`src/rtl/sgi_filter_pkg.sv`:
```
// Package: shared constants and types for the software-interrupt filter.
// Assumes two groups and a fixed set of permission thresholds.
package sgi_filter_pkg;

    typedef enum logic {
        GRP_ZERO = 1'b0,
        GRP_ONE  = 1'b1
    } sgi_grp_e;

    // Minimum non-secure permission level per configured group.
    localparam int unsigned PERM_MIN_G0 = 1;
    localparam int unsigned PERM_MIN_G1 = 2;

endpackage

```
`src/rtl/sgi_field_pick.sv`:
```
// Module: sgi_field_pick
// Selects the configured group and the permission field of the requested
// interrupt and flags whether the number is in range.
// Assumes NUM_W is wider than the index width, so NUM_SGI fits in req_num.
module sgi_field_pick
    import sgi_filter_pkg::*;
#(
    parameter int NUM_SGI = 16,
    parameter int FIELD_W = 2,
    parameter int NUM_W   = 5
) (
    input  logic [NUM_W-1:0]           req_num,
    input  logic [NUM_SGI-1:0]         cfg_group,
    input  logic [NUM_SGI*FIELD_W-1:0] access_word,
    output logic                       in_range,
    output sgi_grp_e                   cfg_grp,
    output logic [FIELD_W-1:0]         perm_field,
    output logic [$clog2(NUM_SGI)-1:0] idx
);
    localparam int IDX_W = $clog2(NUM_SGI);

    // Field and group selection for the addressed interrupt.
    always_comb begin
        in_range   = (req_num < NUM_W'(NUM_SGI));
        idx        = req_num[IDX_W-1:0];
        cfg_grp    = sgi_grp_e'(cfg_group[idx]);
        perm_field = access_word[idx*FIELD_W +: FIELD_W];
    end
endmodule

```
`src/rtl/sgi_accept_rule.sv`:
```
// Module: sgi_accept_rule
// Combinational accept/drop decision: group remap, group match and the
// non-secure permission threshold. Assumes inputs are from the same cycle.
module sgi_accept_rule
    import sgi_filter_pkg::*;
#(
    parameter int FIELD_W = 2
) (
    input  logic               req_valid,
    input  sgi_grp_e           req_grp,
    input  logic               req_nonsec,
    input  logic               sec_disable,
    input  logic               in_range,
    input  sgi_grp_e           cfg_grp,
    input  logic [FIELD_W-1:0] perm_field,
    output logic               accept
);
    sgi_grp_e eff_grp;
    logic     grp_ok;
    logic     perm_ok;
    logic     need_check;

    // Group remap then match against the configured group.
    always_comb begin
        eff_grp = req_grp;
        if (req_grp == GRP_ONE && cfg_grp == GRP_ZERO) begin
            eff_grp = GRP_ZERO;
        end
        grp_ok = (eff_grp == cfg_grp);
    end

    // Permission threshold applies only to non-secure requests with security on.
    always_comb begin
        need_check = req_nonsec && !sec_disable;
        if (!need_check) begin
            perm_ok = 1'b1;
        end else if (cfg_grp == GRP_ZERO) begin
            perm_ok = (perm_field >= FIELD_W'(PERM_MIN_G0));
        end else begin
            perm_ok = (perm_field >= FIELD_W'(PERM_MIN_G1));
        end
    end

    // Final decision.
    always_comb begin
        accept = req_valid && in_range && grp_ok && perm_ok;
    end
endmodule

```
`src/rtl/sgi_pend_bank.sv`:
```
// Module: sgi_pend_bank
// One pending flop per interrupt; a set on the same edge beats a clear.
// Assumes set_vec has at most one bit high.
module sgi_pend_bank #(
    parameter int NUM_SGI = 16
) (
    input  logic               clk,
    input  logic               rst_n,
    input  logic [NUM_SGI-1:0] set_vec,
    input  logic [NUM_SGI-1:0] clr_vec,
    output logic [NUM_SGI-1:0] pend
);
    for (genvar i = 0; i < NUM_SGI; i++) begin : g_bit
        // Pending flop for interrupt i.
        always_ff @(posedge clk) begin
            if (!rst_n) begin
                pend[i] <= 1'b0;
            end else if (set_vec[i]) begin
                pend[i] <= 1'b1;
            end else if (clr_vec[i]) begin
                pend[i] <= 1'b0;
            end
        end
    end
endmodule

```
`src/rtl/sgi_accept_filter.sv`:
```
// Module: sgi_accept_filter (top)
// Filters software-interrupt requests and keeps their pending bits; reports
// each decision one cycle after the strobe. Synchronous active-low reset.
module sgi_accept_filter
    import sgi_filter_pkg::*;
#(
    parameter int NUM_SGI = 16,
    parameter int FIELD_W = 2,
    parameter int NUM_W   = 5
) (
    input  logic                       clk,
    input  logic                       rst_n,
    input  logic                       req_valid,
    input  logic                       req_grp,
    input  logic [NUM_W-1:0]           req_num,
    input  logic                       req_nonsec,
    input  logic                       sec_disable,
    input  logic [NUM_SGI-1:0]         cfg_group,
    input  logic [NUM_SGI*FIELD_W-1:0] access_word,
    input  logic [NUM_SGI-1:0]         pend_clr,
    output logic [NUM_SGI-1:0]         pend_o,
    output logic                       dec_valid,
    output logic                       dec_accept
);
    localparam int IDX_W = $clog2(NUM_SGI);

    logic               in_range;
    sgi_grp_e           cfg_grp;
    logic [FIELD_W-1:0] perm_field;
    logic [IDX_W-1:0]   idx;
    logic               accept;
    logic [NUM_SGI-1:0] set_vec;

    sgi_field_pick #(
        .NUM_SGI (NUM_SGI),
        .FIELD_W (FIELD_W),
        .NUM_W   (NUM_W)
    ) u_pick (
        .req_num     (req_num),
        .cfg_group   (cfg_group),
        .access_word (access_word),
        .in_range    (in_range),
        .cfg_grp     (cfg_grp),
        .perm_field  (perm_field),
        .idx         (idx)
    );

    sgi_accept_rule #(
        .FIELD_W (FIELD_W)
    ) u_rule (
        .req_valid   (req_valid),
        .req_grp     (sgi_grp_e'(req_grp)),
        .req_nonsec  (req_nonsec),
        .sec_disable (sec_disable),
        .in_range    (in_range),
        .cfg_grp     (cfg_grp),
        .perm_field  (perm_field),
        .accept      (accept)
    );

    // One-hot set vector for the accepted interrupt.
    for (genvar i = 0; i < NUM_SGI; i++) begin : g_set
        assign set_vec[i] = accept && (idx == IDX_W'(i));
    end

    sgi_pend_bank #(
        .NUM_SGI (NUM_SGI)
    ) u_bank (
        .clk     (clk),
        .rst_n   (rst_n),
        .set_vec (set_vec),
        .clr_vec (pend_clr),
        .pend    (pend_o)
    );

    // Decision status, one cycle after the strobe.
    always_ff @(posedge clk) begin
        if (!rst_n) begin
            dec_valid  <= 1'b0;
            dec_accept <= 1'b0;
        end else begin
            dec_valid  <= req_valid;
            dec_accept <= accept;
        end
    end
endmodule

```
`config.mk`:
```
export PLATFORM = sky130hd
export DESIGN_NAME = sgi_accept_filter
export DESIGN_NICKNAME = d
export VERILOG_FILES = /design/src/rtl/sgi_filter_pkg.sv /design/src/rtl/sgi_field_pick.sv /design/src/rtl/sgi_accept_rule.sv /design/src/rtl/sgi_pend_bank.sv /design/src/rtl/sgi_accept_filter.sv
export SDC_FILE = /design/constraint.sdc
export NUM_CORES = 1
export LEC_CHECK = 0
export BUFFER_PORTS_ARGS = -buffer_cell sky130_fd_sc_hd__clkbuf_2
export CAP_MARGIN = 5
export CORE_MARGIN = 5
export CORE_UTILIZATION = 41
export DETAILED_ROUTE_END_ITERATION = 10
export PLACE_DENSITY = 0.84
export SLEW_MARGIN = 20
export SYNTH_ARGS = -nofsm -noshare
export SYNTH_HDL_FRONTEND = slang
export SYNTH_SLANG_ARGS = --single-unit
```
`constraint.sdc`:
```
create_clock -name clk -period 3.4 [get_ports clk]
set_input_delay 0.34 -clock clk [delete_from_list [all_inputs] [get_ports clk]]
set_output_delay 0.34 -clock clk [all_outputs]
set_load 0.1 [all_outputs]
```
[Yosys cells after proc, flatten, opt, wreduce, memory -nomap -nowiden]
Index checks and enable logic that the tools add are counted.
W data, S select, Z words.
Cells by class
  order comparisons: 4
  equal/unequal tests: 16
  shift operators: 1
  muxes and demuxes: 37
  bitwise gates (word level): 1
  reduce and logical (&&, ||, !) cells: 39
Operators by type and width (count)
  $mux W1: 36
  $eq A4 B4 Y1 const B: 8
  $reduce_bool A2 Y1: 16
  $shiftx A32 B6 Y2: 1
  $logic_and A1 B1 Y1: 21
  $eq A4 B3 Y1 const B: 4
  $eq A4 B2 Y1 const B: 2
  $lt A4 B5 Y1 const B: 1
  $lt A5 B5 Y1 const B: 1
  $bmux W1 S4: 1
  $eq A4 B1 Y1 const B: 1
  $logic_not A4 Y1: 1
  $ge A2 B1 Y1 const B: 1
  $ge A2 B2 Y1 const B: 1
  $eq A1 B1 Y1: 1
  $logic_not A1 Y1: 1
  $not A1 Y1: 1
Word-level totals
  flip-flop bits (word level): 18
  input bits: 75
  output and inout port bits: 18
  word-level logic and storage cells: 116

[Logic depth before layout (Yosys ltp)]
  depth after elaboration: 10
  gate-level depth with buffers: 8
  depth with buffers taken out: 5

[Hierarchy]
A second synthesis with hierarchy kept.
Second synthesis, totals
  cell total of the unflattened synthesis: 116
  area, all modules: 1221.2 um^2
Modules (own cells, without submodules)
  sgi_pend_bank: instances 1, cells each 50, area each 571.8 um^2, sequential area each 320.3 um^2
  sgi_field_pick: instances 1, cells each 34, area each 434.2 um^2, sequential area each 0.0 um^2
  sgi_accept_filter: instances 1, cells each 27, area each 171.4 um^2, sequential area each 40.0 um^2
  sgi_accept_rule: instances 1, cells each 5, area each 43.8 um^2, sequential area each 0.0 um^2

[Worst setup path after synthesis]
OpenSTA, ideal clock, no wires.
  path type: input to register
  start: in req_num[1]
  end: reg u_bank.pend[0]
  setup time: 0.124 ns
  arrival time: 1.965 ns
  required time: 3.276 ns
  slack: 1.311 ns
  stages: 8
  path buffers: 3
  cells stage by stage: buf_6 -> buf_4 -> mux4_2 -> mux2i_1 -> nor2_1 -> a221oi_4 -> buf_6 -> o31ai_1
On the way
  word-level cells in the longest chain between the ends: 10
  elaborated cells between the ends (all ways): 19
  those cells by class: 3 x order compare; 1 x eq/ne; 1 x shift; 6 x mux; 1 x bitwise; 7 x reduce/logical
RTL lines
  start, declared: line sgi_accept_filter.sv:15  | input logic [NUM_W-1:0] req_num,
  parallel branches: the longest is 8 deep, another holds $ge A2 B1 Y1
  $logic_and A1 B1 Y1 (*): line sgi_accept_filter.sv:63  | assign set_vec[i] = accept && (idx == IDX_W'(i));
  $mux W1 / $reduce_bool A2 Y1 (equally long branches)
  end signal, assigned by index: line sgi_pend_bank.sv:17  | pend[i] <= 1'b0;
  end signal, assigned by index: line sgi_pend_bank.sv:19  | pend[i] <= 1'b1;
  end signal, assigned by index: line sgi_pend_bank.sv:21  | pend[i] <= 1'b0;
  end, declared: line sgi_pend_bank.sv:11  | output logic [NUM_SGI-1:0] pend
Mark *: on every way between the ends. The select of a mux whose other input is x is not followed.
A chain may end at the register's enable or synchronous reset.

[Final worst setup path]
  start: in req_num[1]
  end: reg u_bank.pend[11]
The elaborated chain is that of the path after synthesis.

==> flow_metrics.tcl <==
set metrics [dict create \
    worstSetupPathType "input port to flop" \
    drt_iter0_drc 27 \
    core_area_mm2 0.00271 \
    tightest_slew_ns 0.669 \
    min_from "req_valid" \
    cts_resized 0 \
    dp_hpwl_mm 2.94 \
    cp_data_required_time_ns 3.55 \
    r2r_cells 2 \
    maxSlewViolCount 0 \
    synth_xor_area_share_pct 0 \
    netlist_top_cells_count "nand3b_1, dfxtp_1, o31ai_1, mux4_2" \
    wl_mm 3.41 \
    insertion_delay_ns 0.29 \
    synth_top_family_by_area "multiplexers" \
    syn2layout_area_growth_pct 42.9 \
    ys_seq_elements 18 \
    cts_sinks 18 \
    worstPathCellList "clkbuf_2 > mux4_2 > a22oi_1 > nand3_1 > a221oi_4 > o31ai_1" \
    clock_path_buffers 2 \
    clk_pin_slew_ns 0.10 \
    diodes 0 \
    pre_cts_slack_ns 0.784 \
    rr_startpoint "u_bank.pend[11]" \
    tritoncts "done" \
    p_sw_mw 0.136 \
    post_cts_buffers 0 \
    tns_ns 0 \
    maxSlewHeadroom_pct 55.4 \
    timing.rr.end "u_bank.pend[11]" \
    start_util_pct 41.8 \
    grt_antenna_before_repair 0 \
    critPathCaptureType "flop" \
    io_pins 93 \
    swShare_pct 28.0 \
    fp.dieH_um 62.6 \
    grt_usage_pct 17.2 \
    cts-hold-fix-buffers 0 \
    io_buffers 92 \
    vias 1174 \
    yosysMostFrequentCell "nand3b_1" \
    period_share_pct 66.5 \
    synth_edf_count 0 \
    fmax_ghz 0.442 \
    die-area_mm2 0.00392 \
    power_frac_clock_pct 26.1 \
    hold-path-endpoint "dec_accept" \
    yosysTopAreaCell "dfxtp_1" \
    fin_ws_ns 1.14 \
    final-setup-viol-count 0 \
    cp_slowest_cell "a221oi_4" \
    cp_slowest_stage_delay_ns 0.61 \
    drv_cap 0 \
    peakVddDrop_mv 0.181 \
    ant_nets 0 \
    rsz0062_at_grt "false" \
    htree_levels 1 \
    synth_fa_ha_area_share_pct 0 \
    outcome "completed" \
    synth_nets 176 \
    p_comb_share_pct 29.7 \
    pwr-share-seq_pct 44.2 \
    power_density_mw_per_mm2 299 \
    cts_buffers 3 \
    grt_max_degree 18 \
    root_buffer "clkbuf_4" \
    p_int_mw 0.349 \
    hold_viol 0 \
    synth.avg_cell_area_um2 11.2 \
    holdCritPathClass "input port to flop" \
    yosysTopAreaCellShare_pct 31.8 \
    synth-simple-area-share_pct 20.9 \
    critPathMaxFanout 17 \
    placementRows 19 \
    grt_first_pass_wirelength_mm 5.50 \
    synthTopCellsByArea "dfxtp_1, mux4_2, nand3b_1, o31ai_1, a221oi_4" \
    vias_per_cell 5.34 \
    skew_ns 0 \
    die_w_um 62.6 \
    wl_per_cell_um 15.5 \
    async_flop_share_pct 0 \
    synth-warning-count 0 \
    grt_pass1_vias 1304 \
    gp_congestion 0.788 \
    layout_min_cycle_time_ns 2.26 \
    synth_ff_type "dfxtp_1" \
    drc 0 \
    synthMuxAreaShare_pct 27.6 \
    crit_arrival_ns 2.41 \
    fillers 245 \
    ys_types 23 \
    synth_compound_area_share_pct 15.1 \
    ys_seq_area_share_pct 31.8 \
    drive_gt1_share_pct 59.8 \
    r2r_slack_ns 2.77 \
    dr.pass1.iters 4 \
    design.final.nets 265 \
    mappedNetlistArea_mm2 0.00113 \
    leakage_nw 0.753 \
    critPathLaunchType "input port" \
    grt_overflow_total 0 \
    worstHoldPathCells 3 \
    syn_inst 101 \
]
[area by class of cell]
class                      instances  area, µm²  area share [%]
clock buffer                       4       36.3            2.24
inverter                           1       3.75           0.232
timing repair buffer              92        460            28.4
sequential                        18        360            22.2
tap                               31       38.8            2.39
multi-input combinational         74        721            44.5
[cell usage in the layout, fill, tap and decap left out, types with 2 or more instances in the layout]
| cell type | instances |
|---|---|
| nor2_1 | 5 |
| dfxtp_1 | 18 |
| o31ai_1 | 16 |
| nor2b_1 | 2 |
| mux4_2 | 12 |
| nand3b_1 | 19 |
| nand2_1 | 5 |
| nand3_1 | 2 |
| clkbuf_2 | 92 |
| clkbuf_4 | 3 |
| mux2_2 | 2 |
| mux2i_1 | 2 |
[worst max-delay path: cells and delay by family]
kind,cells,cell delay [ns]
AND/OR/NAND/NOR,1,0.14
multiplexers,1,0.56
buffers and inverters,1,0.37
AO/OA/AOI/OAI,3,0.98
[worst max-delay path by stage]
stage / endpoint / depth (start not counted) / slack (ns) / startpoint
2_1_floorplan: u_bank.pend[0] / 8 / 1.31 / req_num[1]
3_3_place_gp: u_bank.pend[3] / 6 / 0.86 / req_num[1]
3_5_place_dp: u_bank.pend[11] / 6 / 0.78 / req_num[1]
4_1_cts: u_bank.pend[11] / 6 / 1.09 / req_num[1]
5_1_grt: u_bank.pend[3] / 6 / 0.89 / req_num[1]
6_report: u_bank.pend[11] / 6 / 1.14 / req_num[1]
[flip-flops by register name, indices dropped and copies added, names as in the netlist]
register,cells
dec_accept,1
dec_valid,1
u_bank.pend,16
[power groups by stage]
| stage | sequential, mW | combinational (mW) | clock (mW) |
|---|---|---|---|
| 2_1_floorplan | 0.239 | 0.0764 | 0 |
| 4_1_cts | 0.214 | 0.146 | 0.131 |
| 6_report | 0.214 | 0.144 | 0.127 |
| 3_5_place_dp | 0.219 | 0.145 | 0 |
| 3_3_place_gp | 0.219 | 0.142 | 0 |
| 5_1_grt | 0.215 | 0.156 | 0.141 |
[cells by family after synthesis]
logic type      after synthesis
compound gates               20
buf+inv                       9
flops                        18
mux                          16
simple gates                 38
[layer usage]
metal  global-route usage (%)  part of all wire [%]  wire [µm]
met1                     18.2                    38       1310
met2                     28.9                    48       1620
met3                     8.27                    12        424
met4                     7.16                   1.6         55
met5                        0                     0          0
[through the flow]
step	hold slack (ns)	instance area [µm²]	power [mW]	util [%]	std cells
finish	0.270	1620	0.485	59.8	220
global route	0.267	1620	0.511	59.8	220
CTS	0.260	1620	0.491	59.8	220
global placement	0.485	1580	0.361	58.4	216
detailed placement	0.483	1580	0.364	58.4	216
floorplan	0.418	1130	0.315	-	101
Note: power is estimated with default switching activity, not from simulation.
